### src/rtl/rxw_pkg.sv
package rxw_pkg;

    typedef enum logic [1:0] {
        RX_IDLE = 2'd0,
        RX_FILL = 2'd1,
        RX_SKIP = 2'd2
    } rx_state_e;

    // Word indices within the register window (byte address / 4)
    localparam logic [2:0] REG_SLOT = 3'd0;
    localparam logic [2:0] REG_LEN  = 3'd1;
    localparam logic [2:0] REG_ERR  = 3'd2;
    localparam logic [2:0] REG_STAT = 3'd3;
    localparam logic [2:0] REG_PEND = 3'd4;
    localparam logic [2:0] REG_EN   = 3'd5;

    localparam int unsigned CSR_AW = 5;
    localparam int unsigned CSR_DW = 32;

    function automatic int unsigned idx_bits(input int unsigned n);
        return (n > 1) ? $clog2(n) : 1;
    endfunction

endpackage

### src/rtl/rxw_ingest.sv
module rxw_ingest
    import rxw_pkg::*;
#(
    parameter int unsigned SLOT_BYTES = 2048,
    parameter int unsigned SLOT_W     = 1,
    parameter int unsigned LEN_W      = 12,
    parameter int unsigned BUF_AW     = 12
) (
    input  logic              clk,
    input  logic              rst,
    input  logic              in_valid,
    input  logic [7:0]        in_data,
    input  logic              in_last,
    input  logic              in_bad,
    input  logic              slot_free,
    input  logic [SLOT_W-1:0] slot_idx,
    output logic              buf_we,
    output logic [BUF_AW-1:0] buf_addr,
    output logic [7:0]        buf_wdata,
    output logic              commit,
    output logic [LEN_W-1:0]  commit_len,
    output logic              frame_err
);

    rx_state_e        st_q;
    logic [LEN_W-1:0] fill_q;
    logic             trunc_q;

    logic             start, take, room, trunc_now, done;
    logic [LEN_W-1:0] cur_len;

    always_comb begin
        start      = in_valid && (st_q == RX_IDLE);
        take       = (st_q == RX_FILL) || (start && slot_free);
        cur_len    = start ? '0 : fill_q;
        room       = cur_len < LEN_W'(SLOT_BYTES);
        trunc_now  = (trunc_q && (st_q == RX_FILL)) || !room;
        done       = in_valid && in_last && take;
        buf_we     = in_valid && take && room;
        buf_addr   = BUF_AW'(32'(slot_idx) * 32'(SLOT_BYTES) + 32'(cur_len));
        buf_wdata  = in_data;
        commit     = done && !in_bad && !trunc_now;
        commit_len = cur_len + 1'b1;
        frame_err  = (done && !commit) || (in_valid && in_last && !take);
    end

    always_ff @(posedge clk) begin
        if (rst) begin
            st_q    <= RX_IDLE;
            fill_q  <= '0;
            trunc_q <= 1'b0;
        end else if (in_valid) begin
            if (in_last)
                st_q <= RX_IDLE;
            else if (st_q == RX_IDLE)
                st_q <= slot_free ? RX_FILL : RX_SKIP;
            if (take) begin
                fill_q  <= room ? cur_len + 1'b1 : cur_len;
                trunc_q <= trunc_now;
            end
        end
    end

    // a refused frame never touches the buffer
    a_r5_skip_silent: assert property (@(posedge clk) disable iff (rst)
        (st_q == RX_SKIP) |-> !buf_we);

    // the fill count never passes the slot size
    a_r6_fill_bound: assert property (@(posedge clk) disable iff (rst)
        (st_q == RX_FILL) |-> (fill_q <= LEN_W'(SLOT_BYTES)));

    // a committed length always fits the slot
    a_r6_commit_fits: assert property (@(posedge clk) disable iff (rst)
        commit |-> (commit_len <= LEN_W'(SLOT_BYTES)));

endmodule

### src/rtl/rxw_ring.sv
module rxw_ring #(
    parameter int unsigned NUM_SLOTS = 2,
    parameter int unsigned SLOT_W    = 1,
    parameter int unsigned LEN_W     = 12,
    parameter int unsigned CNT_W     = 2
) (
    input  logic              clk,
    input  logic              rst,
    input  logic              commit,
    input  logic [LEN_W-1:0]  commit_len,
    input  logic              release_req,
    output logic              slot_free,
    output logic [SLOT_W-1:0] wr_slot,
    output logic              head_valid,
    output logic [SLOT_W-1:0] head_slot,
    output logic [LEN_W-1:0]  head_len
);

    logic [SLOT_W-1:0] wr_q, rd_q;
    logic [CNT_W-1:0]  cnt_q;
    logic [LEN_W-1:0]  len_q [NUM_SLOTS];
    logic              rel;

    function automatic logic [SLOT_W-1:0] bump(input logic [SLOT_W-1:0] p);
        return (p == SLOT_W'(NUM_SLOTS - 1)) ? '0 : p + 1'b1;
    endfunction

    assign rel        = release_req && (cnt_q != '0);
    assign slot_free  = cnt_q < CNT_W'(NUM_SLOTS);
    assign wr_slot    = wr_q;
    assign head_valid = cnt_q != '0;
    assign head_slot  = rd_q;
    assign head_len   = len_q[rd_q];

    always_ff @(posedge clk) begin
        if (rst) begin
            wr_q  <= '0;
            rd_q  <= '0;
            cnt_q <= '0;
        end else begin
            if (commit) wr_q <= bump(wr_q);
            if (rel)    rd_q <= bump(rd_q);
            if (commit && !rel)
                cnt_q <= cnt_q + 1'b1;
            else if (rel && !commit)
                cnt_q <= cnt_q - 1'b1;
        end
    end

    generate
        for (genvar g = 0; g < NUM_SLOTS; g++) begin : g_len
            always_ff @(posedge clk) begin
                if (rst)
                    len_q[g] <= '0;
                else if (commit && (wr_q == SLOT_W'(g)))
                    len_q[g] <= commit_len;
            end
        end
    endgenerate

    // occupancy never exceeds the ring
    a_r3_count_bound: assert property (@(posedge clk) disable iff (rst)
        cnt_q <= CNT_W'(NUM_SLOTS));

    // a commit only happens into a reserved free slot
    a_r3_commit_room: assert property (@(posedge clk) disable iff (rst)
        commit |-> (cnt_q < CNT_W'(NUM_SLOTS)));

    // an acknowledge without a new commit drains one entry
    a_r4_release_drains: assert property (@(posedge clk) disable iff (rst)
        (rel && !commit) |=> (cnt_q == CNT_W'($past(cnt_q) - 1'b1)));

endmodule

### src/rtl/rxw_csr.sv
module rxw_csr
    import rxw_pkg::*;
#(
    parameter int unsigned ERR_W  = 32,
    parameter int unsigned SLOT_W = 1,
    parameter int unsigned LEN_W  = 12
) (
    input  logic              clk,
    input  logic              rst,
    input  logic              csr_we,
    input  logic [CSR_AW-1:0] csr_addr,
    input  logic [CSR_DW-1:0] csr_wdata,
    output logic [CSR_DW-1:0] csr_rdata,
    input  logic              head_valid,
    input  logic [SLOT_W-1:0] head_slot,
    input  logic [LEN_W-1:0]  head_len,
    input  logic              frame_err,
    output logic              release_req,
    output logic              irq
);

    logic [ERR_W-1:0] err_q;
    logic             en_q;
    logic             aligned;
    logic [2:0]       word;
    logic             unused_wdata;

    assign aligned      = csr_addr[1:0] == 2'b00;
    assign word         = csr_addr[4:2];
    assign unused_wdata = ^csr_wdata[CSR_DW-1:1];
    assign release_req  = csr_we && aligned && (word == REG_PEND) && csr_wdata[0];
    assign irq          = head_valid && en_q;

    always_comb begin
        csr_rdata = '0;
        if (aligned) begin
            case (word)
                REG_SLOT: csr_rdata = CSR_DW'(head_slot);
                REG_LEN:  csr_rdata = CSR_DW'(head_len);
                REG_ERR:  csr_rdata = CSR_DW'(err_q);
                REG_STAT: csr_rdata = CSR_DW'(head_valid);
                REG_PEND: csr_rdata = CSR_DW'(head_valid);
                REG_EN:   csr_rdata = CSR_DW'(en_q);
                default:  csr_rdata = '0;
            endcase
        end
    end

    always_ff @(posedge clk) begin
        if (rst) begin
            err_q <= '0;
            en_q  <= 1'b0;
        end else begin
            if (frame_err && (err_q != '1))
                err_q <= err_q + 1'b1;
            if (csr_we && aligned && (word == REG_EN))
                en_q <= csr_wdata[0];
        end
    end

    // the error count sticks at its ceiling
    a_r8_err_holds_max: assert property (@(posedge clk) disable iff (rst)
        (err_q == '1) |=> (err_q == '1));

    // an enable write lands in the next cycle
    a_r9_enable_write: assert property (@(posedge clk) disable iff (rst)
        (csr_we && aligned && (word == REG_EN)) |=> (en_q == $past(csr_wdata[0])));

endmodule

### src/rtl/rxslot_writer.sv
module rxslot_writer
    import rxw_pkg::*;
#(
    parameter int unsigned NUM_SLOTS  = 2,
    parameter int unsigned SLOT_BYTES = 2048,
    parameter int unsigned ERR_W      = 32
) (
    input  logic                                    clk,
    input  logic                                    rst,
    input  logic                                    rx_valid,
    output logic                                    rx_ready,
    input  logic [7:0]                              rx_data,
    input  logic                                    rx_last,
    input  logic                                    rx_bad,
    input  logic                                    csr_we,
    input  logic [4:0]                              csr_addr,
    input  logic [31:0]                             csr_wdata,
    output logic [31:0]                             csr_rdata,
    output logic                                    buf_we,
    output logic [$clog2(NUM_SLOTS*SLOT_BYTES)-1:0] buf_addr,
    output logic [7:0]                              buf_wdata,
    output logic                                    irq
);

    localparam int unsigned SLOT_W = idx_bits(NUM_SLOTS);
    localparam int unsigned LEN_W  = $clog2(SLOT_BYTES + 1);
    localparam int unsigned CNT_W  = $clog2(NUM_SLOTS + 1);
    localparam int unsigned BUF_AW = $clog2(NUM_SLOTS * SLOT_BYTES);

    logic              slot_free, commit, frame_err, release_req, head_valid;
    logic [SLOT_W-1:0] wr_slot, head_slot;
    logic [LEN_W-1:0]  commit_len, head_len;

    assign rx_ready = 1'b1;

    rxw_ingest #(
        .SLOT_BYTES(SLOT_BYTES), .SLOT_W(SLOT_W), .LEN_W(LEN_W), .BUF_AW(BUF_AW)
    ) u_ingest (
        .clk(clk), .rst(rst),
        .in_valid(rx_valid), .in_data(rx_data), .in_last(rx_last), .in_bad(rx_bad),
        .slot_free(slot_free), .slot_idx(wr_slot),
        .buf_we(buf_we), .buf_addr(buf_addr), .buf_wdata(buf_wdata),
        .commit(commit), .commit_len(commit_len), .frame_err(frame_err)
    );

    rxw_ring #(
        .NUM_SLOTS(NUM_SLOTS), .SLOT_W(SLOT_W), .LEN_W(LEN_W), .CNT_W(CNT_W)
    ) u_ring (
        .clk(clk), .rst(rst),
        .commit(commit), .commit_len(commit_len), .release_req(release_req),
        .slot_free(slot_free), .wr_slot(wr_slot),
        .head_valid(head_valid), .head_slot(head_slot), .head_len(head_len)
    );

    rxw_csr #(
        .ERR_W(ERR_W), .SLOT_W(SLOT_W), .LEN_W(LEN_W)
    ) u_csr (
        .clk(clk), .rst(rst),
        .csr_we(csr_we), .csr_addr(csr_addr), .csr_wdata(csr_wdata), .csr_rdata(csr_rdata),
        .head_valid(head_valid), .head_slot(head_slot), .head_len(head_len),
        .frame_err(frame_err), .release_req(release_req), .irq(irq)
    );

    // the presented frame holds still until it is acknowledged
    a_r3_head_stable: assert property (@(posedge clk) disable iff (rst)
        (head_valid && !release_req) |=> ($stable(head_slot) && $stable(head_len)));

    // a frame is only committed while the ring reports room
    a_r2_commit_has_slot: assert property (@(posedge clk) disable iff (rst)
        commit |-> slot_free);

    // the stream is never throttled
    a_r11_always_ready: assert property (@(posedge clk) disable iff (rst)
        rx_ready);

endmodule

### config.mk
export PLATFORM = sky130hd
export DESIGN_NAME = rxslot_writer
export DESIGN_NICKNAME = d
export VERILOG_FILES = /design/src/rtl/rxw_pkg.sv /design/src/rtl/rxw_ingest.sv /design/src/rtl/rxw_ring.sv /design/src/rtl/rxw_csr.sv /design/src/rtl/rxslot_writer.sv
export SDC_FILE = /design/constraint.sdc
export NUM_CORES = 1
export LEC_CHECK = 0
export CORE_MARGIN = 2
export CORE_UTILIZATION = 43
export DETAILED_ROUTE_END_ITERATION = 7
export DONT_BUFFER_PORTS = 1
export GPL_TIMING_DRIVEN = 0
export PLACE_DENSITY = 0.57
export SYNTH_ARGS = -nofsm -noshare
export SYNTH_HDL_FRONTEND = slang
export SYNTH_SLANG_ARGS = --single-unit
### constraint.sdc
create_clock -name clk -period 7.7 [get_ports clk]
set_input_delay 1.54 -clock clk [delete_from_list [all_inputs] [get_ports clk]]
set_output_delay 1.54 -clock clk [all_outputs]
set_load 0.02 [all_outputs]
# Yosys cells after proc, flatten, opt, wreduce, memory -nomap -nowiden
# Memories as Yosys holds them, arrays and structs flattened. A register that Yosys moved wholly into a read port is not among the register bits.
# Index checks and enable logic that the tools add are counted.
dict set report word_totals {
  ff_bits 52
  ramBits 24
  input_bits 51
  out_inout_bits 55
  elab_cells 91
  memories 1
}
# name words width read_ports rd_clocked_by_memory_dff write_ports line_no
set mem_list {}
lappend mem_list {u_ring.len_q 2 12 1 1 2 rxw_ring.sv:21} ;# logic [LEN_W-1:0] len_q [NUM_SLOTS];
dict set report classes {
  n_addsub 7
  magnitude_cmp 2
  n_eq_ne 7
  muxes 23
  bitwise_logic 3
  n_reduce_logical 40
}
# op n
set op_table {}
lappend op_table {{$pmux 32 s5} 1}
lappend op_table {{$mux 12} 4}
lappend op_table {{$add 32x1->32 const B} 1}
lappend op_table {{$mux 32} 1}
lappend op_table {{$ne 32x32->1 const B} 1}
lappend op_table {{$logic_and 1x1->1} 22}
lappend op_table {{$add 12x1->12 const B} 1}
lappend op_table {{$add 12x12->12} 1}
lappend op_table {{$lt 12x12->1 const B} 1}
lappend op_table {{$mux 1} 12}
lappend op_table {{$mux 2} 5}
lappend op_table {{$eq 3x2->1 const B} 2}
lappend op_table {{$eq 3x3->1 const B} 2}
lappend op_table {{$logic_not 1->1} 6}
lappend op_table {{$reduce_bool 2->1} 3}
lappend op_table {{$logic_not 2->1} 2}
lappend op_table {{$reduce_and 2->1} 2}
lappend op_table {{$eq 3x1->1 const B} 1}
lappend op_table {{$logic_not 3->1} 1}
lappend op_table {{$logic_or 1x1->1} 3}
lappend op_table {{$add 1x1->1 const B} 2}
lappend op_table {{$add 2x1->2 const B} 1}
lappend op_table {{$eq 2x1->1 const B} 1}
lappend op_table {{$lt 2x2->1 const B} 1}
lappend op_table {{4 further kinds} 5}

# Longest topological paths before layout
dict set report depth {
  depth_word 13
  mapped_depth 10
  depth_no_buf 8
}

# By module
# A second synthesis with hierarchy kept.
dict set report unflattened {
  cells_unflattened 511
  hier_area_um2 4421.7
}
# mod instances cells_each area_each_um2 seq_area_each_um2
set by_module_without_submodules {}
lappend by_module_without_submodules {rxw_csr 1 261 2038.2 660.6}
lappend by_module_without_submodules {rxw_ring 1 101 1258.7 820.8}
lappend by_module_without_submodules {rxw_ingest 1 147 1113.6 300.3}
lappend by_module_without_submodules {rxslot_writer 1 2 11.3 0.0}

# Worst setup path before layout
# OpenSTA, ideal clock, no wires.
dict set report synth_timing {
  path_kind {input port to output port}
  from {input port rx_valid}
  to {output port buf_addr[11]}
  arrival_ns 2.651
  required_ns 6.160
  path_slack_ns 3.509
  cell_stages 5
  n_path_buf 2
  cell_sequence {or3b_1 clkbuf_1 clkbuf_1 nand2_1 xnor2_1}
}
dict set report synth_via {
  elab_chain_cells 3
}
# element line_no
set synth_lines {}
lappend synth_lines {{start, declared} rxslot_writer.sv:10} ;# input logic rx_valid,
lappend synth_lines {{$logic_and 1x1->1} rxw_ingest.sv:33} ;# start = in_valid && (st_q == RX_IDLE);
lappend synth_lines {{$mux 12} rxw_ingest.sv:35} ;# cur_len = start ? '0 : fill_q;
lappend synth_lines {{$add 12x12->12} rxw_ingest.sv:40} ;# buf_addr = BUF_AW'(32'(slot_idx) * 32'(SLOT_BYTES) + 32'(cur_len));
lappend synth_lines {{end, declared} rxslot_writer.sv:20} ;# output logic [$clog2(NUM_SLOTS*SLOT_BYTES)-1:0] buf_addr,
# Every way passes these cells.

# Final worst setup path
# Ends and elaborated chain as after synthesis.

==> results by group <==
Job
  • Max Cap Violations: 0

Setup path
  • Worst setup SP type: primary input
  • Crit. End Element: output port
  • Critical Path AT: 3090 ps
  • Highest net fanout along the worst path: 10
  • Crit Path Category: in -> out
  • Worst EP required: just over 6000 ps

Route
  • Pre-antenna DRT Iters: 4
  • Vias post-DR: ~3600
  • Routed WL: around 11 mm
  • Routed Antenna Nets: 0
  • Initial DRC Count: 160
  • Vias per cell: 5.57
  • DRC viols: 0
  • WL per Instance: 16.5 µm

Clock tree
  • H-tree levels: 3
  • Post-CTS Setup Inserts: 0
  • Clock latency on the worst-skew pair: 360 ps
  • CTS max path bufs: 2
  • Clock buffer count from CTS: 9
  • # hold bufs at CTS: 0
  • Post-CTS Resized: 0
  • Sink Count: 77
  • Worst-path clk slew: around 90 ps
  • CTS tree: done
  • Root buf cell: clkbuf_8

Timing
  • Period utilisation layout: 60.1%
  • Unrepaired setup endpoints after global routing: false
  • Max Clk Rate: approximately 0.22 GHz
  • Worst Tran Pin Value: 1090 ps
  • Clock Skew: 8.01 ps
  • Final setup viols: 0
  • Slew Limit Headroom: between 20% and 30%
  • Setup TNS: 0 ps
  • Hold Vio Cnt, Final: 0
  • Min cycle time layout: 4630 ps
  • Final setup margin: 3070 ps
  • Max-slew violation count: 0

Yosys
  • Post-Syn Nets: 545
  • Ys flop type: dfxtp_1
  • Netlist cell types: 61
  • Synthesized area per cell: 8.72 µm²
  • Register area share after synthesis: 41.7%
  • Gate Count Post-Synth: 490
  • Synthesized cell area: 4270 µm²
  • Ys async rst share: 0%
  • Synth warn: 0
  • Post-synth EDFFs: 24
  • Flops & latches, synth: between 70 and 80

Die
  • Io pins: 106
  • Die area: roughly 11000 µm²
  • Initial core utilization: 43.9%
  • FP Rows: 36
  • DIE WIDTH: 104 µm
  • Die H: ~100 µm
  • Core box area: around 9700 µm²

Global routing
  • All-layer global routing usage: 19.8%
  • Pin count of the biggest net entering global routing: 16
  • Initial antenna violation count: 0
  • Global-route wire length before repair: 17.1 mm
  • Vias in the first global route: 3380
  • Met1 usage: 25.5%
  • GR Overflow Total: 0
  • Met3 Use GR: 3.40%
  • Met2 Use GR: 33.3%
  • Top Usage Layer GRT: met2

Power and ir drop
  • P_int: 0.572 mW
  • Sw Pwr: 0.225 mW
  • Max VDD drop: 0.0000669 V
  • Clock share of power: 36.5%
  • Logic pwr share: 9.0%
  • Sw frac: approximately 28%
  • Cell Pwr Density: between 150 and 200 nW/µm²
  • P_leak: 1.53 nW
  • Reg power frac: 54.5%

Place
  • Post-DP HPWL: between 7 and 8 mm
  • Cell Area, Placed: 4440 µm²
  • Port Buffers: 0
  • Pre-CTS setup slack: 3080 ps
  • DP Cell Count: 623
  • Final Wtd Congestion: 0.811

Cells and area
  • Area Growth Syn to Fin: 8.17%
  • Antenna Cells: 0
  • Final net count: 556
  • Final instance area: around 4600 µm²
  • Fillcell total: 1002
  • Layout cell share with drive strength beyond 1: between 10% and 20%
  • Final Instance Count excl. Fillers: 639

Worst hold path
  • Hold Path Class: reg -> reg

Outcome
  • Status: completed
worst max-delay path: stages:
cell	delay, ps
or3b_1	200
clkbuf_1	340
clkbuf_1	380
nand2_1	150
xnor2_1	470
cells by family (layout without fill, tap and decap cells):
| family | count (synthesis) | count (layout) | share of synthesized area, % |
|---|---|---|---|
| adders and majority gates | 4 | 4 | 1.17 |
| buffers and inverters | 43 | 59 | 5.15 |
| DFF | 77 | 77 | 41.7 |
| muxes | 22 | 22 | 5.97 |
| other | 1 | 1 | 0.0877 |
| and+or+nand+nor | 236 | 236 | 29.4 |
| xor gates and xnor gates | 14 | 14 | 2.87 |
| AOI/OAI and AO/OA | 93 | 93 | 13.6 |
worst paths after layout:
| kind | depth (start not counted) | slack (ps) | from | to |
|---|---|---|---|---|
| max reg2reg | 10 | 4390 | u_ingest.st_q[0]$_SDFFE_PP0P_ | u_ring.len_q[1][8]$_SDFFCE_PN0P_ |
| max | 5 | 3070 | rx_valid | buf_addr[11] |
| min reg2reg | 2 | 490 | u_ingest.fill_q[9]$_SDFFE_PP0P_ | u_ingest.fill_q[9]$_SDFFE_PP0P_ |
| min | 2 | 490 | u_ingest.fill_q[9]$_SDFFE_PP0P_ | u_ingest.fill_q[9]$_SDFFE_PP0P_ |
synth_stat cells (8+ instances only):
| library cell | n | share of area, % |
|---|---|---|
| a21oi_1 | 31 | 3.6 |
| a22oi_1 | 13 | 2.3 |
| and2_1 | 34 | 5.0 |
| buf_4 | 11 | 1.9 |
| clkbuf_1 | 18 | 1.6 |
| dfxtp_1 | 53 | 25 |
| edfxtp_1 | 24 | 17 |
| inv_1 | 8 | 0.70 |
| mux2_2 | 18 | 4.7 |
| nand2_1 | 28 | 2.5 |
| nand3_1 | 20 | 2.3 |
| nand4_1 | 8 | 1.2 |
| nor2_1 | 68 | 6.0 |
| nor2b_1 | 10 | 1.5 |
| nor4_1 | 8 | 1.2 |
| o21ai_0 | 22 | 2.6 |
| o31ai_1 | 8 | 1.4 |
| or3_1 | 18 | 2.6 |
| xor2_1 | 8 | 1.6 |
through the flow:
| stage | hold slack, ps | utilization, % | total power [mW] |
|---|---|---|---|
| 2_1_floorplan | 452 | - | 0.498 |
| 3_3_place_gp | 474 | 45.6 | 0.515 |
| 3_5_place_dp | 485 | 45.6 | 0.516 |
| 4_1_cts | 497 | 47.5 | 0.800 |
| 5_1_grt | 516 | 47.5 | 0.826 |
| 6_report | 495 | 47.5 | 0.797 |
sequential cells by signal, indices dropped and copies added, names as in the netlist, named ones only:
register,count
u_csr.err_q,32
u_ring.len_q,24
u_ingest.fill_q,12
u_ingest.st_q,2
u_ring.cnt_q,2
u_csr.en_q,1
u_ingest.trunc_q,1
u_ring.head_slot,1
u_ring.wr_slot,1
power by group through the flow:
stage	Combinational [mW]	Sequential, mW	Clock, mW
3_5_place_dp	0.0722	0.444	0
6_report	0.0719	0.434	0.291
4_1_cts	0.0726	0.434	0.293
2_1_floorplan	0.0558	0.442	0
3_3_place_gp	0.0717	0.444	0
5_1_grt	0.0796	0.436	0.310
placed cells by master (no fill, tap or decap), types with 3 or more instances in the layout:
cell and instances:
clkbuf_1 18, or2_2 3, xnor2_1 6, and3_1 4, nand4_1 8, mux2_2 18
clkbuf_8 9, or3_1 18, inv_1 8, edfxtp_1 24, nand2_1 28, and2_1 34
nand2b_1 3, or4_1 7, ha_1 4, a22oi_1 13, nor2b_1 10, xor2_1 8
nor2_1 68, nand3_1 20, a21oi_1 31, clkinv_4 3, mux2i_1 3, dfxtp_1 53
o31ai_1 8, buf_4 11, o21ai_0 22, nand3b_1 3, and4_1 3, nor4_1 8
a211oi_1 4, nor3_1 7
cell type report:
type / count / area [µm²] / share of cell area [%]
sequential: 77 / 1780 / 38.5
clock inverter: 7 / 58.8 / 1.27
buffer: 34 / 186 / 4.03
multi-input combinational: 370 / 2270 / 49.1
clock buffer: 9 / 124 / 2.68
tap: 133 / 166 / 3.60
inverter: 9 / 33.8 / 0.731
metal layers:
layer  part of all wire [%]  wire length [µm]
met5                      0                 0
met4                    2.0               215
met3                    5.1               540
met2                     49              5110
met1                     44              4670
Note: power is estimated with default switching activity, not from simulation.
